===== src/rtl/sysctl_pkg.sv =====
package sysctl_pkg;

   localparam int ADDR_W = 12;
   localparam int DATA_W = 32;

   localparam logic [ADDR_W-1:0] OFF_CTYPE  = 12'h004;
   localparam logic [ADDR_W-1:0] OFF_CTRL   = 12'hD04;
   localparam logic [ADDR_W-1:0] OFF_VBASE  = 12'hD08;
   localparam logic [ADDR_W-1:0] OFF_RSTCTL = 12'hD0C;
   localparam logic [ADDR_W-1:0] OFF_HDL    = 12'hD24;
   localparam logic [ADDR_W-1:0] OFF_TRIG   = 12'hF00;

   localparam logic [15:0]       RST_KEY    = 16'h05FA;
   localparam logic [DATA_W-1:0] RSTCTL_RD  = 32'hFA05_0000;

   typedef enum logic [2:0] {
      SEL_NONE,
      SEL_CTYPE,
      SEL_CTRL,
      SEL_VBASE,
      SEL_RSTCTL,
      SEL_HDL,
      SEL_TRIG
   } reg_sel_e;

   function automatic reg_sel_e decode(input logic [ADDR_W-1:0] a);
      case (a)
         OFF_CTYPE:  return SEL_CTYPE;
         OFF_CTRL:   return SEL_CTRL;
         OFF_VBASE:  return SEL_VBASE;
         OFF_RSTCTL: return SEL_RSTCTL;
         OFF_HDL:    return SEL_HDL;
         OFF_TRIG:   return SEL_TRIG;
         default:    return SEL_NONE;
      endcase
   endfunction

endpackage


===== src/rtl/sysctl_icsr.sv =====
module sysctl_icsr #(
   parameter int VEC_W    = 10,
   parameter int IDLE_VEC = 1023,
   parameter int FIELD_W  = 9
) (
   input  logic             clk,
   input  logic             rst_n,
   input  logic             wr_en,
   input  logic [31:25]     wbits,
   input  logic [VEC_W-1:0] exc_active,
   input  logic [VEC_W-1:0] exc_pending,
   input  logic             ext_pend_any,
   input  logic             other_active,
   input  logic [2:0]       core_pend,
   output logic [31:0]      rd_word,
   output logic             nmi_set,
   output logic             pendsv_set,
   output logic             pendsv_clr,
   output logic             systick_set,
   output logic             systick_clr
);

   localparam logic [VEC_W-1:0] IDLE = VEC_W'(IDLE_VEC);

   logic [FIELD_W-1:0] act_f;
   logic [FIELD_W-1:0] pend_f;

   always_comb begin
      act_f  = (exc_active == IDLE || exc_active == '0) ? '0 : exc_active[FIELD_W-1:0];
      pend_f = (exc_pending == IDLE) ? '0 : exc_pending[FIELD_W-1:0];
   end

   always_comb begin
      rd_word                   = '0;
      rd_word[FIELD_W-1:0]      = act_f;
      rd_word[11]               = other_active;
      rd_word[12 +: FIELD_W]    = pend_f;
      rd_word[22]               = ext_pend_any;
      rd_word[26]               = core_pend[0];
      rd_word[28]               = core_pend[1];
      rd_word[31]               = core_pend[2];
   end

   always_ff @(posedge clk or negedge rst_n) begin
      if (!rst_n) begin
         nmi_set     <= 1'b0;
         pendsv_set  <= 1'b0;
         pendsv_clr  <= 1'b0;
         systick_set <= 1'b0;
         systick_clr <= 1'b0;
      end else begin
         nmi_set     <= wr_en & wbits[31];
         pendsv_set  <= wr_en & wbits[28];
         pendsv_clr  <= wr_en & wbits[27] & ~wbits[28];
         systick_set <= wr_en & wbits[26];
         systick_clr <= wr_en & wbits[25] & ~wbits[26];
      end
   end

   assert_pendsv_set_R1: assert property (@(posedge clk) disable iff (!rst_n)
      (wr_en && wbits[28]) |=> (pendsv_set && !pendsv_clr));
   assert_nmi_set_R1: assert property (@(posedge clk) disable iff (!rst_n)
      (wr_en && wbits[31]) |=> nmi_set);
   assert_systick_gate_R2: assert property (@(posedge clk) disable iff (!rst_n)
      (wr_en && wbits[26]) |=> (systick_set && !systick_clr));
   assert_no_strobe_idle_R2: assert property (@(posedge clk) disable iff (!rst_n)
      !wr_en |=> !(nmi_set || pendsv_set || pendsv_clr || systick_set || systick_clr));

endmodule


===== src/rtl/sysctl_cfg.sv =====
module sysctl_cfg #(
   parameter int ALIGN_BITS = 7
) (
   input  logic        clk,
   input  logic        rst_n,
   input  logic        vbase_wr,
   input  logic        rstctl_wr,
   input  logic        hdl_wr,
   input  logic [31:0] wdata,
   input  logic [6:0]  hdl_active,
   input  logic [3:0]  hdl_pend,
   output logic [31:0] vtor_base,
   output logic [2:0]  fault_en,
   output logic        sysreset_req,
   output logic [31:0] hdl_word
);

   import sysctl_pkg::*;

   localparam logic [31:0] VMASK = ~((32'd1 << ALIGN_BITS) - 32'd1);
   localparam int          EN_LSB = 16;
   localparam int          ACT_POS [7] = '{0, 1, 3, 7, 8, 10, 11};
   localparam int          PEND_LSB = 12;

   logic key_ok;
   assign key_ok = (wdata[31:16] == RST_KEY);

   always_ff @(posedge clk or negedge rst_n) begin
      if (!rst_n) begin
         vtor_base    <= '0;
         sysreset_req <= 1'b0;
      end else begin
         if (vbase_wr) vtor_base <= wdata & VMASK;
         sysreset_req <= rstctl_wr & key_ok & wdata[2];
      end
   end

   for (genvar g = 0; g < 3; g++) begin : g_fault_en
      always_ff @(posedge clk or negedge rst_n) begin
         if (!rst_n)      fault_en[g] <= 1'b0;
         else if (hdl_wr) fault_en[g] <= wdata[EN_LSB + g];
      end
   end

   always_comb begin
      hdl_word = '0;
      for (int i = 0; i < 7; i++) hdl_word[ACT_POS[i]] = hdl_active[i];
      hdl_word[PEND_LSB +: 4]  = hdl_pend;
      hdl_word[EN_LSB +: 3]    = fault_en;
   end

   assert_vbase_align_R5: assert property (@(posedge clk) disable iff (!rst_n)
      vbase_wr |=> (vtor_base == ($past(wdata) & VMASK)));
   assert_reset_keyed_R6: assert property (@(posedge clk) disable iff (!rst_n)
      sysreset_req |-> $past(rstctl_wr && wdata[31:16] == RST_KEY && wdata[2]));
   assert_fault_en_hold_R8: assert property (@(posedge clk) disable iff (!rst_n)
      !hdl_wr |=> $stable(fault_en));

endmodule


===== src/rtl/sysctl_swtrig.sv =====
module sysctl_swtrig #(
   parameter int NUM_IRQ = 64,
   parameter int NUM_W   = 9
) (
   input  logic             clk,
   input  logic             rst_n,
   input  logic             wr_en,
   input  logic [NUM_W-1:0] num_in,
   output logic             swirq_valid,
   output logic [NUM_W-1:0] swirq_num
);

   localparam logic [NUM_W:0] LIMIT = (NUM_W+1)'(NUM_IRQ);

   logic in_range;
   assign in_range = ({1'b0, num_in} < LIMIT);

   always_ff @(posedge clk or negedge rst_n) begin
      if (!rst_n) begin
         swirq_valid <= 1'b0;
         swirq_num   <= '0;
      end else begin
         swirq_valid <= wr_en & in_range;
         if (wr_en && in_range) swirq_num <= num_in;
      end
   end

   assert_swirq_range_R10: assert property (@(posedge clk) disable iff (!rst_n)
      swirq_valid |-> ({1'b0, swirq_num} < LIMIT));
   assert_swirq_src_R10: assert property (@(posedge clk) disable iff (!rst_n)
      swirq_valid |-> $past(wr_en));

endmodule


===== src/rtl/sysctl_regs.sv =====
module sysctl_regs #(
   parameter int NUM_IRQ    = 64,
   parameter int VEC_W      = 10,
   parameter int IDLE_VEC   = 1023,
   parameter int ALIGN_BITS = 7
) (
   input  logic             clk,
   input  logic             rst_n,
   input  logic             bus_wr,
   input  logic [11:0]      bus_addr,
   input  logic [31:0]      bus_wdata,
   output logic [31:0]      bus_rdata,
   input  logic [VEC_W-1:0] exc_active,
   input  logic [VEC_W-1:0] exc_pending,
   input  logic             ext_pend_any,
   input  logic             other_active,
   input  logic [6:0]       hdl_active,
   input  logic [3:0]       hdl_pend,
   input  logic [2:0]       core_pend,
   output logic             nmi_set,
   output logic             pendsv_set,
   output logic             pendsv_clr,
   output logic             systick_set,
   output logic             systick_clr,
   output logic [2:0]       fault_en,
   output logic [31:0]      vtor_base,
   output logic             sysreset_req,
   output logic             swirq_valid,
   output logic [8:0]       swirq_num
);

   import sysctl_pkg::*;

   localparam int          NUM_W   = 9;
   localparam int          FIELD_W = 9;
   localparam logic [31:0] CTYPE_VAL = 32'(NUM_IRQ / 32 - 1);

   if (NUM_IRQ < 32 || NUM_IRQ > 512 || (NUM_IRQ % 32) != 0) begin : g_bad_irq
      $error("NUM_IRQ must be a multiple of 32 in 32..512");
   end
   if (VEC_W < FIELD_W + 1 || VEC_W > 16) begin : g_bad_vec
      $error("VEC_W must lie in 10..16");
   end
   if (ALIGN_BITS < 1 || ALIGN_BITS > 16) begin : g_bad_align
      $error("ALIGN_BITS must lie in 1..16");
   end

   reg_sel_e    sel;
   logic [31:0] ctrl_word;
   logic [31:0] hdl_word;

   assign sel = decode(bus_addr);

   sysctl_icsr #(.VEC_W(VEC_W), .IDLE_VEC(IDLE_VEC), .FIELD_W(FIELD_W)) u_icsr (
      .clk          (clk),
      .rst_n        (rst_n),
      .wr_en        (bus_wr && sel == SEL_CTRL),
      .wbits        (bus_wdata[31:25]),
      .exc_active   (exc_active),
      .exc_pending  (exc_pending),
      .ext_pend_any (ext_pend_any),
      .other_active (other_active),
      .core_pend    (core_pend),
      .rd_word      (ctrl_word),
      .nmi_set      (nmi_set),
      .pendsv_set   (pendsv_set),
      .pendsv_clr   (pendsv_clr),
      .systick_set  (systick_set),
      .systick_clr  (systick_clr)
   );

   sysctl_cfg #(.ALIGN_BITS(ALIGN_BITS)) u_cfg (
      .clk          (clk),
      .rst_n        (rst_n),
      .vbase_wr     (bus_wr && sel == SEL_VBASE),
      .rstctl_wr    (bus_wr && sel == SEL_RSTCTL),
      .hdl_wr       (bus_wr && sel == SEL_HDL),
      .wdata        (bus_wdata),
      .hdl_active   (hdl_active),
      .hdl_pend     (hdl_pend),
      .vtor_base    (vtor_base),
      .fault_en     (fault_en),
      .sysreset_req (sysreset_req),
      .hdl_word     (hdl_word)
   );

   sysctl_swtrig #(.NUM_IRQ(NUM_IRQ), .NUM_W(NUM_W)) u_trig (
      .clk         (clk),
      .rst_n       (rst_n),
      .wr_en       (bus_wr && sel == SEL_TRIG),
      .num_in      (bus_wdata[NUM_W-1:0]),
      .swirq_valid (swirq_valid),
      .swirq_num   (swirq_num)
   );

   always_comb begin
      case (sel)
         SEL_CTYPE:  bus_rdata = CTYPE_VAL;
         SEL_CTRL:   bus_rdata = ctrl_word;
         SEL_VBASE:  bus_rdata = vtor_base;
         SEL_RSTCTL: bus_rdata = RSTCTL_RD;
         SEL_HDL:    bus_rdata = hdl_word;
         default:    bus_rdata = '0;
      endcase
   end

   assert_unmapped_zero_R12: assert property (@(posedge clk) disable iff (!rst_n)
      (sel == SEL_NONE || sel == SEL_TRIG) |-> (bus_rdata == '0));
   assert_rstctl_const_R7: assert property (@(posedge clk) disable iff (!rst_n)
      (sel == SEL_RSTCTL) |-> (bus_rdata == 32'hFA05_0000));

endmodule


===== config.mk =====
export PLATFORM = sky130hd
export DESIGN_NAME = sysctl_regs
export DESIGN_NICKNAME = d
export VERILOG_FILES = /design/src/rtl/sysctl_pkg.sv /design/src/rtl/sysctl_icsr.sv /design/src/rtl/sysctl_cfg.sv /design/src/rtl/sysctl_swtrig.sv /design/src/rtl/sysctl_regs.sv
export SDC_FILE = /design/constraint.sdc
export NUM_CORES = 1
export LEC_CHECK = 0
export CORE_ASPECT_RATIO = 0.7
export CORE_MARGIN = 2
export CORE_UTILIZATION = 35
export CTS_CLUSTER_DIAMETER = 80
export DETAILED_ROUTE_END_ITERATION = 10
export PLACE_DENSITY = 0.81
export SYNTH_ARGS = -nofsm -noshare
export SYNTH_HDL_FRONTEND = slang
export SYNTH_SLANG_ARGS = --single-unit

===== constraint.sdc =====
create_clock -name clk -period 2.85 [get_ports clk]
set_input_delay 0.4275 -clock clk [delete_from_list [all_inputs] [get_ports clk]]
set_output_delay 0.4275 -clock clk [all_outputs]
set_load 0.02 [all_outputs]

* Word-level counts from Yosys, hierarchy flattened
Index checks and enable logic that the tools add are counted.
** Word-level totals
- Output and inout port bits :: 83
- ROM bits :: 0
- Latch bits :: 0
- Memories kept :: 0
- Input port bits :: 83
- Logic and storage cells :: 52
- Bits in writable memories :: 0
- Flip-flop bits (word level) :: 44
** Operators by class
- $lt $le $gt $ge :: 1
- Muxes and demuxes :: 4
- Multiply operators :: 0
- Reductions and logical operators :: 8
- $add $sub $neg :: 0
- Shift operators :: 0
- Divide/modulo/power cells :: 0
- Bitwise operators :: 12
- Equal/unequal tests :: 15
** Operator list (count)
- case mux 32 bit (5 select lines) :: 1
- == test 12 bit, second input constant :: 5
- == test 10 bit, second input constant :: 2
- two-way mux 9 bit :: 2
- case mux 3 bit (6 select lines) :: 1
- == test 16 x 11 -> 1 bit, second input constant :: 1
- == test 12 x 3 -> 1 bit, second input constant :: 1
- bitwise AND 1 bit :: 10
- logical NOT 10 bit :: 1
- == test 3 bit, second input constant :: 3
- less-than comparator 9 x 7 -> 1 bit, second input constant :: 1
- == test 3 x 2 -> 1 bit, second input constant :: 2
- logical AND 1 bit :: 6
- == test 3 x 1 -> 1 bit, second input constant :: 1
- NOT 1 bit :: 2
- logical OR 1 bit :: 1

* Depth between registers and ports, before layout
Gate-level depths: netlist of run 1.
- Depth in word-level cells :: 6
- Gate-level depth with buffers :: 6
- Depth with buffers taken out :: 4

* Cells and area by module
From an unflattened synthesis of run 1, not the netlist that was laid out.
** Second synthesis, totals
- Cells, all modules :: 324
- Area total of the unflattened synthesis :: 3116.7 um^2
** By module, submodules not included
- sysctl_cfg :: seq. area each 725.7 um^2, instances 1, cells each 107, area an instance 1425.1 um^2
- sysctl_regs :: seq. area each 0.0 um^2, instances 1, cells each 143, area an instance 843.3 um^2
- sysctl_icsr :: seq. area each 125.1 um^2, instances 1, cells each 54, area an instance 480.5 um^2
- sysctl_swtrig :: seq. area each 250.2 um^2, instances 1, cells each 20, area an instance 367.9 um^2

* Least setup slack after synthesis of run 1
No wires, ideal clock.
- Path type :: input to output
- Start point :: input port bus_addr[1]
- End point :: output port bus_rdata[0]
- Stages on the path :: 5
- Path buffers :: 1
- Path slack :: 178 ps
- Arrival :: 2244 ps
- Data required time :: 2423 ps
- Path through :: or4_1 clkbuf_2 or2_4 or4b_2 a32o_1
** Between the ends
- Cells in the longest elaborated chain, start to end :: 4
- Elaborated cells on any way between the ends :: 13
** RTL lines
- from (decl) :: RTL line sysctl_regs.sv:10 : input logic [11:0] bus_addr,
- == test 12 bit or == test 12 x 3 -> 1 bit (tied branches) :: RTL line sysctl_pkg.sv:27 : case (a)
- case mux 3 bit (6 select lines) (*) :: RTL line sysctl_pkg.sv:27
- == test 3 bit (tied with other cells) :: RTL line sysctl_regs.sv:97 : case (sel)
- case mux 32 bit (5 select lines) (*) :: RTL line sysctl_regs.sv:97
- to (decl) :: RTL line sysctl_regs.sv:12 : output logic [31:0] bus_rdata,
Every way passes the cells marked *; elsewhere a longest branch is shown, timed or not.

* Worst setup path in the final report of run 1
Same ends and word-level chain as after synthesis.

==> results of run 1 <==
registers in the layout, summed over array words and instances (netlist names):
name                cells
u_icsr.nmi_set          1
u_cfg.sysreset_req      1
u_cfg.vtor_base        25
u_trig.swirq_valid      1
u_icsr.pendsv_clr       1
u_icsr.systick_set      1
u_icsr.pendsv_set       1
u_trig.swirq_num        9
u_icsr.systick_clr      1
u_cfg.fault_en          3
cells in the mapped netlist (2+ instances only):
library cell,number
a21o_1,7
a221o_1,2
a22o_1,14
and2_1,7
and2_2,3
and3_1,4
buf_2,2
buf_4,7
clkbuf_1,7
dfrtp_1,44
inv_1,3
mux2_2,28
mux2_4,6
nand2_1,10
nand3_1,2
nand4_1,4
nand4b_1,4
nor2_1,4
nor3b_1,2
nor4_1,9
o21a_1,6
o21ai_0,3
o31a_1,2
or4_1,2
or4b_2,4
worst max-delay path: stages:
cell and delay, ps:
dlygate4sd2_1 230, or4_4 560, or2_4 270, or4b_4 520
a32o_1 240, buf_6 130
per-stage QoR:
step	total power, mW	setup slack, ps	TNS [ps]	instances	utilization
finish	1.31	37.3	0	485	0.689
global route	1.37	3.08	0	485	0.689
CTS	1.33	1.75	0	485	0.686
detailed placement	0.837	-652	-17310	467	0.664
global placement	0.834	-675	-16370	467	0.664
floorplan	0.679	178	0	207	-
report_power, final:
group / internal, mW / switching, mW
Combinational: 0.122 / 0.0768
Sequential: 0.625 / 0.00145
Clock: 0.264 / 0.225
repair_timing:
action / 4_1_cts / 5_1_grt
gates cloned: 1 / 0
setup endpoints to repair: 32 / 17
gates resized for setup: 143 / 8
endpoints found under the hold margin: 0 / 0
pin swaps: 6 / 2
setup buffers: 9 / 0
layer usage:
metal,part of all wire,up-vias
met5,0,-
met4,0.0075,0
met3,0.070,6
met2,0.47,89
met1,0.45,1138
li1,-,1131
worst paths after layout:
path,startpoint,to,slack [ps],depth (start not counted)
worst max-delay path,bus_addr[1],bus_rdata[0],40,6
worst min register to register,u_trig.swirq_num[7],u_trig.swirq_num[7],510,1
worst min-delay path,rst_n,u_cfg.vtor_base[14],280,1
worst max register to register,u_cfg.vtor_base[10],u_cfg.vtor_base[10],2050,1
max in group asynchronous,rst_n,u_cfg.vtor_base[26],1950,1
min in group clk,u_trig.swirq_num[7],u_trig.swirq_num[7],510,1
cells by family (layout without fill, tap and decap cells):
group	Yosys count	in the layout	synth area share
simple gates	64	64	0.179
other cells	1	7	0.00160
mux	34	34	0.173
xor+xnor	1	1	0.00373
flops	44	44	0.469
buf+inv	21	208	0.0496
compound gates	36	36	0.125
layout by cell type, fill, tap and decap left out, drive strengths merged, types with 2 or more instances in the layout:
master | synthesis | layout
nand4 | 4 | 4
dlygate4sd2 | 0 | 8
inv | 3 | 4
mux2 | 34 | 34
clkdlybuf4s15 | 0 | 5
nand3 | 2 | 2
and3 | 4 | 4
clkbuf | 8 | 6
nor3b | 2 | 2
nand4b | 4 | 4
o21a | 6 | 6
a22o | 14 | 14
nor2 | 4 | 4
o31a | 2 | 2
or4 | 3 | 3
a221o | 2 | 2
clkdlybuf4s50 | 0 | 117
conb | 1 | 7
o21ai | 3 | 3
buf | 10 | 65
nor4 | 10 | 10
and2 | 10 | 10
dfrtp | 44 | 44
nand2 | 10 | 10
or4b | 4 | 4
a21o | 7 | 7
layout make-up:
cell class              instances  area share
flip-flops and latches         44       0.251
repair buffers                197       0.416
clock buffers                   5      0.0157
well taps                      91      0.0260
inverters                       3     0.00257
multi-input cells             142       0.278
clock inverters                 3      0.0106
==> flow_summary.yaml, run 1 <==
clock_tree:
  h-tree-depth: 2
  clk_latency_ps: 290
  tritoncts: "built"
  clk_pin_slew_ps: 90
  clock_sinks: 44
  numCtsBuffers: 5
  cts-root-buf: "clkbuf_8"
  ctsHoldBuffers: 0
  clockBufferDepth: 2
route:
  first_iter_violations: 74
  firstDrtPassIters: 4
  vias: 2364
  via_per_inst: 4.87
  antenna_left: 0
  routedWlPerCell_um: 17.1
  drc: 0
  wl_um: 8280
sta:
  clock_skew_ps: 0
  period_needed_ps: 2810
  hold_slack_ps: 285
  slew_headroom: 0.344
  fmax_ghz: 0.356
  fin_crit_sh: 0.987
  finalHoldViolations: 0
  worstMarginPinSlew_ps: 984
  finalMaxSlewViolations: 0
  rsz0062_at_grt: "no"
  finalSetupViolCount: 0
synthesis:
  avgSynthCellArea_um2: 11.7
  syn_inst: 201
  synth_top_area_cell: "dfrtp_1"
  synth_cell_types: 40
  synthTopCellsByArea: "dfrtp_1 47%, mux2_2 13%, a22o_1 5.2%"
  synth_top_flop_cell: "dfrtp_1"
  ys_seq_area_frac: 0.469
  synth-seq-cells: 44
  synth-async-reset-ratio: 1.00
  ys_warn_count: 0
  syn_area_um2: 2350
  synth_top_area_frac: 0.469
  synth_edf_count: 0
setup_path:
  cp-end-kind: "output pin"
  crit_type: "input port to output pin"
  worstPathArrival_ps: 2390
  cp.required_ps: 2420
  cp-start-kind: "input port"
  cp_max_fo: 3
global_routing:
  first_global_vias: 2436
  grt_busiest_layer: "met2"
  grt_max_degree: 45
  grt_util_met2: 0.363
  grt_use_met3: 0.0482
  grt_pass1_wl_um: 12400
  grt.met1_usage: 0.296
  gr-total-overflow: 0
  antenna_found_initial: 0
  grt.total_usage: 0.217
cells_and_area:
  post-route-cell-area_um2: 4390
  multi_input_area_um2: 1220
  antenna_cells: 0
  fill_cells: 525
  drive_above_1_share: 0.322
  syn2layout_area_growth_pct: 86.9
  seq_area_um2: 1100
  nets: 476
die:
  coreArea_um2: 6370
  die_y_um: 72.5
  io_pins: 166
  die_area_um2: 7390
  start_util: 0.369
  fp.dieW_um: 102
  rows: 24
worst_hold_path:
  hold_path_class: "input port to asynchronous set/reset pin"
placement:
  dpl.hpwl_um: 6260
  portBuffers: 158
  placed_cell_area_um2: 4230
  gp_congestion: 0.803
run:
  cap_violations: 0
pwr:
  ir_drop_uv: 245
  p_leak_nw: 2.12
  p_per_area_nw_per_um2: 300
run_status:
  status: "finished, final reports clean"
(Power assumes the default switching activity.)
==> inputs of run 2 (changes only) <==
CORE_MARGIN = unset   (was 2)
==> flow_summary.yaml, run 2 (same netlist as run 1, synthesis figures left out) <==
route:
  dr_wl_met2_um: 4010
  wl_met3_um: 605
  antenna_left: 0
  vias: 2433
  drc: 0
  wl_um: 8490
  routed.top_layer: "met4"
  firstDrtPassIters: 4
  first_iter_violations: 54
  wl_met1_um: 3710
  via_per_inst: 4.95
  routedWlPerCell_um: 17.2
global_routing:
  first_global_vias: 2521
  gr-total-overflow: 0
  grt_pass1_wl_um: 13100
  grt.total_usage: 0.245
  antenna_found_initial: 0
  grt_max_degree: 45
setup_path:
  critPathMaxStageDelay_ps: 540
  path_delay_family: "buffers and inverters"
  crit_type: "input port to output pin"
  cp-start-kind: "input port"
  rr_worst_depth: 1
  crit_path_cell_trace: "clkdlybuf4s15_1 -> buf_4 -> buf_6 -> or4bb_4 -> nor4_4 -> buf_4 -> buf_6 -> a22o_1 -> a21o_1 -> buf_6"
  cp-end-kind: "output pin"
  cp.depth: 10
  path_buf_inv: 6
  crit_top_cell: "buf_6"
  cp.required_ps: 2420
  crit_slowest_cell: "or4bb_4"
  r2r_slack_ps: 2040
  worstPathArrival_ps: 2410
  cp_max_fo: 5
run_status:
  status: "finished, final reports clean"
pwr:
  p_int_uw: 951
  pwr-share-clk: 0.326
  power.total_mw: 1.24
  p_per_area_nw_per_um2: 280
  ir_drop_uv: 210
  p_switching_uw: 290
  combinationalPowerShare: 0.169
  p_sw_frac: 0.234
  power_frac_seq: 0.505
  p_leak_nw: 2.17
die:
  io_pins: 166
  die_y_um: 70.5
  die_area_um2: 7040
  fp.dieW_um: 99.9
  rows: 24
  coreArea_um2: 6340
  start_util: 0.370
clock_tree:
  clk_latency_ps: 290
  clock_sinks: 44
  h-tree-depth: 2
  numCtsBuffers: 5
  clk_pin_slew_ps: 80
  cts-root-buf: "clkbuf_8"
  clockBufferDepth: 2
  tritoncts: "built"
cells_and_area:
  fill_cells: 476
  nets: 483
  top_register: "u_cfg.vtor_base"
  fin_util: 0.701
  antenna_cells: 0
  multi_input_area_um2: 1240
  seq_area_um2: 1100
  layout_common_cells: "117 x clkdlybuf4s50_1, 44 x dfrtp_1, 37 x buf_4"
  reg.largest.list: "u_cfg.vtor_base (25), u_trig.swirq_num (9), u_cfg.fault_en (3)"
  layout_commonest_cell: "clkdlybuf4s50_1"
  drive_above_1_share: 0.307
  largest_reg_flops: 25
  syn2layout_area_growth_pct: 89.1
sta:
  clock_skew_ps: 0
  slew_headroom: 0.338
  worstMarginPinSlew_ps: 993
  fmax_ghz: 0.353
  period_needed_ps: 2840
  setup-tns-final_ps: 0
  finalHoldViolations: 0
  hold_slack_ps: 295
  rsz0062_at_grt: "yes"
  fin_crit_sh: 0.995
  finalSetupViolCount: 0
  finalMaxSlewViolations: 0
run:
  cap_violations: 0
placement:
  portBuffers: 158
  gp_congestion: 0.743
  dpl.hpwl_um: 6290
worst_hold_path:
  hold_path_class: "input port to asynchronous set/reset pin"
[run 2: changes by cell type in the layout (fill, tap and decap cells not counted), moves of 4 or more]
| cell | before | now |
|---|---|---|
| buf_6 | 6 | 12 |
| clkbuf_2 | 1 | 5 |
| clkdlybuf4s15_1 | 3 | 7 |
| buf_4 | 41 | 37 |
| dlygate4sd2_1 | 8 | 15 |
| buf_2 | 16 | 8 |
[run 2: cell type report]
cell class / count / area share
clock buffers: 7 / 0.0194
multi-input cells: 143 / 0.279
clock inverters: 1 / 0.00169
inverters: 3 / 0.00254
well taps: 91 / 0.0256
repair buffers: 203 / 0.424
flip-flops and latches: 44 / 0.248
[run 2: path summary, 6_finish.rpt]
path | start | to
max | bus_addr[3] | bus_rdata[13]
min in group clk | u_trig.swirq_num[6] | u_trig.swirq_num[6]
min reg2reg | u_trig.swirq_num[6] | u_trig.swirq_num[6]
max reg2reg | u_cfg.vtor_base[19] | u_cfg.vtor_base[19]
max in group asynchronous | rst_n | u_cfg.vtor_base[27]
min | rst_n | u_cfg.vtor_base[10]
[run 2: metal layers]
metal	vias up	GRT usage
li1	1149	-
met4	0	0.0621
met1	1164	0.320
met2	106	0.408
met5	-	0
met3	14	0.0611
[run 2: repair_timing]
| action | CTS | global route |
|---|---|---|
| pin swaps | 9 | 6 |
| setup endpoints to repair | 32 | 27 |
| gates cloned | 3 | 0 |
| hold buffers | 0 | 0 |
| setup buffers | 8 | 4 |
| gates resized for setup | 104 | 24 |
[run 2: per-stage QoR]
step	setup slack [ps]	area (um2)	cells
finish	15.0	4440	492
global route	-67.7	4440	492
CTS	5.61	4470	489
detailed placement	-726	4230	470
global placement	-659	4230	470
floorplan	178	2370	207
[run 2: power groups by stage]
stage	Combinational [mW]	Clock, mW	Sequential (mW)
5_1_grt	0.223	0.443	0.627
6_report	0.209	0.405	0.627
3_5_place_dp	0.201	0	0.639
4_1_cts	0.209	0.418	0.627
3_3_place_gp	0.196	0	0.639
2_1_floorplan	0.0380	0	0.641
